===== config.mk =====
export PLATFORM = sky130hd
export DESIGN_NAME = pwroff_ready_agg
export DESIGN_NICKNAME = d
export VERILOG_FILES = /design/src/rtl/pra_pkg.sv /design/src/rtl/pra_ack_tracker.sv /design/src/rtl/pra_resend_timer.sv /design/src/rtl/pra_hold_timer.sv /design/src/rtl/pwroff_ready_agg.sv
export SDC_FILE = /design/constraint.sdc
export NUM_CORES = 1
export LEC_CHECK = 0
export ABC_AREA = 1
export CAP_MARGIN = 20
export CORE_MARGIN = 5
export CORE_UTILIZATION = 25
export CTS_CLUSTER_SIZE = 24
export DETAILED_ROUTE_END_ITERATION = 10
export PLACE_DENSITY_LB_ADDON = 0.15
export SETUP_SLACK_MARGIN = 0.1
export SLEW_MARGIN = 10
export SYNTH_ARGS = -nofsm -noshare
export SYNTH_HDL_FRONTEND = slang
export SYNTH_SLANG_ARGS = --single-unit

===== constraint.sdc =====
create_clock -name clk -period 1.4 [get_ports clk]
set_input_delay 0.28 -clock clk [delete_from_list [all_inputs] [get_ports clk]]
set_output_delay 0.28 -clock clk [all_outputs]
set_load 0.05 [all_outputs]

===== src/rtl/pra_pkg.sv =====
package pra_pkg;

  typedef enum logic [2:0] {
    ST_IDLE,
    ST_FWD,
    ST_COLLECT,
    ST_SEND_ACK,
    ST_WAIT_RDY,
    ST_REQ,
    ST_SEND_EIOS,
    ST_EIDLE
  } pra_state_e;

  // Smallest whole number of clock cycles covering a delay in ns (at least 1).
  function automatic int hold_cycles(input int delay_ns, input int clk_ns);
    int c;
    c = (delay_ns + clk_ns - 1) / clk_ns;
    return (c < 1) ? 1 : c;
  endfunction

endpackage


===== src/rtl/pra_ack_tracker.sv =====
module pra_ack_tracker #(
  parameter int N_DN = 4
) (
  input  logic            clk,
  input  logic            rst_n,
  input  logic            clr,
  input  logic            acc_en,
  input  logic [N_DN-1:0] ack_i,
  output logic [N_DN-1:0] ack_vec_o
);

  for (genvar p = 0; p < N_DN; p++) begin : g_port
    always_ff @(posedge clk or negedge rst_n) begin
      if (!rst_n)                 ack_vec_o[p] <= 1'b0;
      else if (clr)               ack_vec_o[p] <= 1'b0;
      else if (acc_en && ack_i[p]) ack_vec_o[p] <= 1'b1;
    end
  end

endmodule


===== src/rtl/pra_resend_timer.sv =====
module pra_resend_timer #(
  parameter int GAP = 4
) (
  input  logic clk,
  input  logic rst_n,
  input  logic active,
  output logic fire_o
);

  localparam int W = (GAP > 1) ? $clog2(GAP) : 1;

  logic [W-1:0] cnt_q;

  always_ff @(posedge clk or negedge rst_n) begin
    if (!rst_n)            cnt_q <= '0;
    else if (!active)      cnt_q <= '0;
    else if (cnt_q == '0)  cnt_q <= W'(GAP - 1);
    else                   cnt_q <= cnt_q - 1'b1;
  end

  assign fire_o = active && (cnt_q == '0);

endmodule


===== src/rtl/pra_hold_timer.sv =====
module pra_hold_timer #(
  parameter int HOLD = 10
) (
  input  logic clk,
  input  logic rst_n,
  input  logic arm,
  output logic permit_o
);

  localparam int W = $clog2(HOLD + 1);

  logic [W-1:0] cnt_q;

  always_ff @(posedge clk or negedge rst_n) begin
    if (!rst_n)                 cnt_q <= '0;
    else if (!arm)              cnt_q <= '0;
    else if (cnt_q != W'(HOLD)) cnt_q <= cnt_q + 1'b1;
  end

  assign permit_o = (cnt_q == W'(HOLD));

endmodule


===== src/rtl/pwroff_ready_agg.sv =====
module pwroff_ready_agg
  import pra_pkg::*;
#(
  parameter int N_DN        = 4,
  parameter int RESEND_GAP  = 4,
  parameter int CLK_NS      = 10,
  parameter int MIN_HOLD_NS = 100
) (
  input  logic            clk,
  input  logic            rst_n,
  input  logic [N_DN-1:0] port_en_i,
  input  logic            up_turnoff_i,
  output logic [N_DN-1:0] dn_turnoff_o,
  input  logic [N_DN-1:0] dn_ack_i,
  output logic            up_ack_o,
  input  logic [N_DN-1:0] dn_ready_i,
  output logic            up_l23_req_o,
  input  logic            up_l23_reply_i,
  output logic            up_eios_o,
  output logic            up_elec_idle_o,
  output logic            pwr_remove_ok_o
);

  localparam int HOLD_CYCLES = hold_cycles(MIN_HOLD_NS, CLK_NS);

  // A port is settled if its bit is set or it is masked off.
  function automatic logic all_settled(input logic [N_DN-1:0] v,
                                       input logic [N_DN-1:0] en);
    return &(v | ~en);
  endfunction

  pra_state_e state_q, state_d;

  logic [N_DN-1:0] ack_vec;
  logic            all_acked;
  logic            all_ready;
  logic            req_phase;
  logic            hold_arm;
  logic            req_fire;

  assign all_acked = all_settled(ack_vec, port_en_i);
  assign all_ready = all_settled(dn_ready_i, port_en_i);
  assign req_phase = (state_q == ST_REQ);
  assign hold_arm  = (state_q == ST_EIDLE) && all_ready;

  always_comb begin
    state_d = state_q;
    unique case (state_q)
      ST_IDLE:      if (up_turnoff_i)   state_d = ST_FWD;
      ST_FWD:                           state_d = ST_COLLECT;
      ST_COLLECT:   if (all_acked)      state_d = ST_SEND_ACK;
      ST_SEND_ACK:                      state_d = ST_WAIT_RDY;
      ST_WAIT_RDY:  if (all_ready)      state_d = ST_REQ;
      ST_REQ:       if (up_l23_reply_i) state_d = ST_SEND_EIOS;
      ST_SEND_EIOS:                     state_d = ST_EIDLE;
      ST_EIDLE:                         state_d = ST_EIDLE;
      default:                          state_d = ST_IDLE;
    endcase
  end

  always_ff @(posedge clk or negedge rst_n) begin
    if (!rst_n) state_q <= ST_IDLE;
    else        state_q <= state_d;
  end

  pra_ack_tracker #(.N_DN(N_DN)) i_ack (
    .clk       (clk),
    .rst_n     (rst_n),
    .clr       (state_q == ST_IDLE),
    .acc_en    ((state_q == ST_FWD) || (state_q == ST_COLLECT)),
    .ack_i     (dn_ack_i),
    .ack_vec_o (ack_vec)
  );

  pra_resend_timer #(.GAP(RESEND_GAP)) i_resend (
    .clk    (clk),
    .rst_n  (rst_n),
    .active (req_phase),
    .fire_o (req_fire)
  );

  pra_hold_timer #(.HOLD(HOLD_CYCLES)) i_hold (
    .clk      (clk),
    .rst_n    (rst_n),
    .arm      (hold_arm),
    .permit_o (pwr_remove_ok_o)
  );

  assign dn_turnoff_o   = (state_q == ST_FWD) ? port_en_i : '0;
  assign up_ack_o       = (state_q == ST_SEND_ACK);
  assign up_l23_req_o   = req_fire;
  assign up_eios_o      = (state_q == ST_SEND_EIOS);
  assign up_elec_idle_o = (state_q == ST_EIDLE);

endmodule


==> tab_implementation.tex <==
\begin{tabular}{lr}
\hline
Metric & Value \\
\hline
\multicolumn{2}{l}{\textbf{Yosys}} \\
Number of enable-type register cells in the synthesized netlist & 0 \\
Cells taking the most area after synthesis & dfrtp\_1 (41\%), nand2\_1 (12\%), inv\_1 (9.5\%), nor2\_1 (5.7\%), nand3\_2 (5.1\%) \\
Primary flip-flop cell chosen by synthesis mapping & dfrtp\_1 \\
Post-synthesis share of cell area spent on full adders, half adders and majority gates & 4.754\% \\
Proportion of synthesized flip-flops having asynchronous set or reset & 100.0\% \\
Main combinational cell family by area after synthesis & simple AND/OR/NAND/NOR gates \\
Sequential share of the synthesized area & 41.20\% \\
Library cell with the largest summed area after synthesis & dfrtp\_1 \\
Most numerous cell in the Yosys netlist & nand2\_1 \\
Post-synthesis compound-gate area fraction & 10.94\% \\
Most frequent cells after synthesis & nand2\_1 (25), inv\_1 (20), dfrtp\_1 (13) \\
Mean cell area of the mapped netlist & 7.665 um\^{}2 \\
Xor and xnor fraction of the mapped netlist area & 1.109\% \\
Netlist Area Pre-Place & 789.5 um\^{}2 \\
Yosys cell types & 19 \\
Multiplexer share of the synthesized area & 0\% \\
Total number of yosys warnings & 0 \\
Area share of the leading cell type in the synthesized netlist & 41.20\% \\
Synthesized netlist net count & 122 \\
Register bit count reported by yosys & 13 \\
Number of cells produced by synthesis & 103 \\
Share of synthesized cell area in and, or, nand and nor gates & 31.54\% \\
\multicolumn{2}{l}{\textbf{Finish}} \\
Register cell area after layout & 327.8 um\^{}2 \\
Area of combinational cells with multiple inputs & 504.2 um\^{}2 \\
Final cell area excluding filler cells & 1473 um\^{}2 \\
Number of inserted diodes & 0 \\
Share of layout cells above drive strength 1 & 45.27\% \\
Filler instances & 313 \\
Final Util & 48.24\% \\
NumNets Final & 168 \\
Count of placed standard cells in the final layout, fillers left out & 192 \\
Area added between synthesis and finish & 86.53\% \\
\multicolumn{2}{l}{\textbf{STA}} \\
Max-Slew Margin vs Limit & 85.65\% \\
Worst-margin pin slew & 0.2130 ns \\
Fin worst setup slack & -0.1063 ns \\
Finish-stage setup viols & 9 \\
Final hold vios & 0 \\
Final number of max-transition violations & 0 \\
Final worst path period share & 107.6\% \\
Time the worst path needs with I/O delays and setup & 1.506 ns \\
Worst-case clock skew & 0.007556 ns \\
RSZ-0062 raised after global routing & true \\
Setup tns final & -0.7118 ns \\
Fmax & 663.9 MHz \\
\multicolumn{2}{l}{\textbf{Placed design}} \\
Post-Place Cell Area & 1255 um\^{}2 \\
Last weighted congestion value of the routability-driven placer & 0.7563 \\
Count of buffers from port buffering & 24 \\
Number of instances in the placed design & 178 \\
HPWL after DPL & 1.534 mm \\
\multicolumn{2}{l}{\textbf{Clock tree}} \\
Number of clock buffers inserted by TritonCTS & 3 \\
Bufs on Longest Clock Path & 2 \\
Clock insertion delay at the later pin of the skew report & 0.27 ns \\
CTS H-tree lvls & 1 \\
Clock transition at the registers of the reported paths & 0.08 ns \\
Clock tree from TritonCTS & built \\
Clock root buffer & clkbuf\_4 \\
TritonCTS sink count & 13 \\
\multicolumn{2}{l}{\textbf{Worst setup path}} \\
Crit path DAT & 1.23 ns \\
Required @ worst endpoint & 1.12 ns \\
Largest fanout on the critical path & 5 \\
Nature of the critical path startpoint & flop \\
Critical path class & reg -> out \\
Worst-case reg-to-reg path depth & 8 \\
Category of the worst setup path capture point & output pin \\
\multicolumn{2}{l}{\textbf{Die}} \\
Core outline area & 3053 um\^{}2 \\
Number of primary I/O pins & 25 \\
Initial standard-cell utilization of the core & 25.86\% \\
Die span in x & 66.20 um \\
Die height & 66.20 um \\
Standard-cell row count & 20 \\
Die area & 4382 um\^{}2 \\
\multicolumn{2}{l}{\textbf{Status}} \\
Run status & finished, violations left \\
Violated checks & setup timing \\
\multicolumn{2}{l}{\textbf{Detailed routing}} \\
Total DRC errors in the routed layout & 0 \\
Drt first-iter violations & 15 \\
Post-detailed-route count of antenna-violating nets & 0 \\
WL final & 2.025 mm \\
Total number of vias & 778 \\
Routed length per placed instance & 10.55 um \\
Iteration count of the initial detailed-routing pass & 4 \\
Routed vias/inst & 4.052 \\
\multicolumn{2}{l}{\textbf{Pwr}} \\
Maximum ir drop on the vdd rail & 250.7 uV \\
Power consumption & 911.9 uW \\
Leakage & 0.6798 nW \\
Areal power density over the cells & 619.2 nW/um\^{}2 \\
\multicolumn{2}{l}{\textbf{Global routing}} \\
Total track usage & 10.75\% \\
Grt total ovfl & 0 \\
Number of global-route vias before repair & 887 \\
Number of antenna violations at the first check in global routing & 0 \\
Wire length of the first global-routing pass & 3.622 mm \\
Largest net degree at the start of global routing & 14 \\
\multicolumn{2}{l}{\textbf{Min path}} \\
Path class of the lowest-slack min-delay path & in -> async \\
\multicolumn{2}{l}{\textbf{Flow run}} \\
Maxcap violations & 0 \\
\hline
\end{tabular}
-- sequential cells by signal, indices dropped and copies added, names as in the netlist --
signal,cells
i_ack.ack_vec_o,4
i_hold.cnt_q,4
i_resend.cnt_q,2
state_q,3
-- where the power goes --
part	leakage, nW	internal [mW]	switching (mW)	total (mW)
Sequential	0.152	0.437	0.0260	0.463
Clock	0.0177	0.106	0.119	0.225
Combinational	0.510	0.116	0.108	0.224
-- kinds of logic after synthesis --
| group | count (synthesis) |
|---|---|
| AO/OA/AOI/OAI | 13 |
| XOR/XNOR | 1 |
| adder cells (fa/ha/maj) | 3 |
| buffers and inverters | 22 |
| flip-flops | 13 |
| AND/OR/NAND/NOR | 51 |
-- through the flow --
stage / setup slack [ns] / hold WS, ns
4_1_cts: -0.1174 / 0.3045
2_1_floorplan: -0.06406 / -0.01559
5_1_grt: -0.1784 / 0.3310
3_3_place_gp: -0.009968 / 0.4362
6_report: -0.1063 / 0.3051
3_5_place_dp: -0.05400 / 0.4395
-- cell usage in the layout (no fill, tap or decap) --
cell             count
o21ai_2              2
dfrtp_2              2
nand4_1              1
clkbuf_4             3
nand2_1             24
dfrtp_1             11
a21oi_1              5
buf_4               13
nand2_2              2
o21ai_0              2
a211oi_2             1
inv_4                1
or2_4                2
nor2_2               3
nor2_4               8
inv_1               15
nand3_1              2
clkdlybuf4s50_1     15
nand3_4              3
nor2_1               5
nand3_2              1
o21bai_2             1
ha_4                 3
buf_12               9
clkinv_2             1
a21oi_2              2
inv_2                6
buf_6                4
xor2_1               1
-- final cells by class --
cell class                      count  share of cell area [%]
Clock inverter                      1                  0.3398
Timing Repair Buffer               41                   32.12
Inverter                           22                   5.777
Clock buffer                        3                   1.529
Tap cell                           44                   3.738
Sequential cell                    13                   22.26
Multi-Input combinational cell     68                   34.24
-- metal layers --
metal  up-vias  routed length [um]  track usage (%)
li1        405                   -                -
met5         -                   0                0
met1       352                 771            11.38
met3         2                 140            2.721
met4         0                  31            6.853
met2        19                1080            18.71
-- path summary, 6_finish.rpt --
check	start	endpoint	slack, ns
max in group asynchronous	rst_n	state_q[0]$_DFFE_PN0P_	0.91
max	state_q[1]$_DFFE_PN0P_	dn_turnoff_o[2]	-0.11
max reg2reg	state_q[2]$_DFFE_PN0P_	state_q[0]$_DFFE_PN0P_	0.12
min reg2reg	i_ack.ack_vec_o[2]$_DFFE_PN0P_	i_ack.ack_vec_o[2]$_DFFE_PN0P_	0.51
min	rst_n	i_hold.cnt_q[2]$_DFFE_PN0P_	0.31
min in group clk	i_ack.ack_vec_o[2]$_DFFE_PN0P_	i_ack.ack_vec_o[2]$_DFFE_PN0P_	0.51
-- worst max-delay path, cell delays in order, from the launching register on --
cell and delay, ns:
dfrtp_1 0.40, inv_2 0.12, nand3_4 0.15, nor2_4 0.14, buf_12 0.14
-- timing repair --
action	in CTS	in global routing
endpoints found under the setup margin	9	14
setup buffers	6	4
gates resized for setup	17	14
hold buffers	0	0
pin swaps	5	5
No activity file was read; power rests on OpenSTA's default activity.
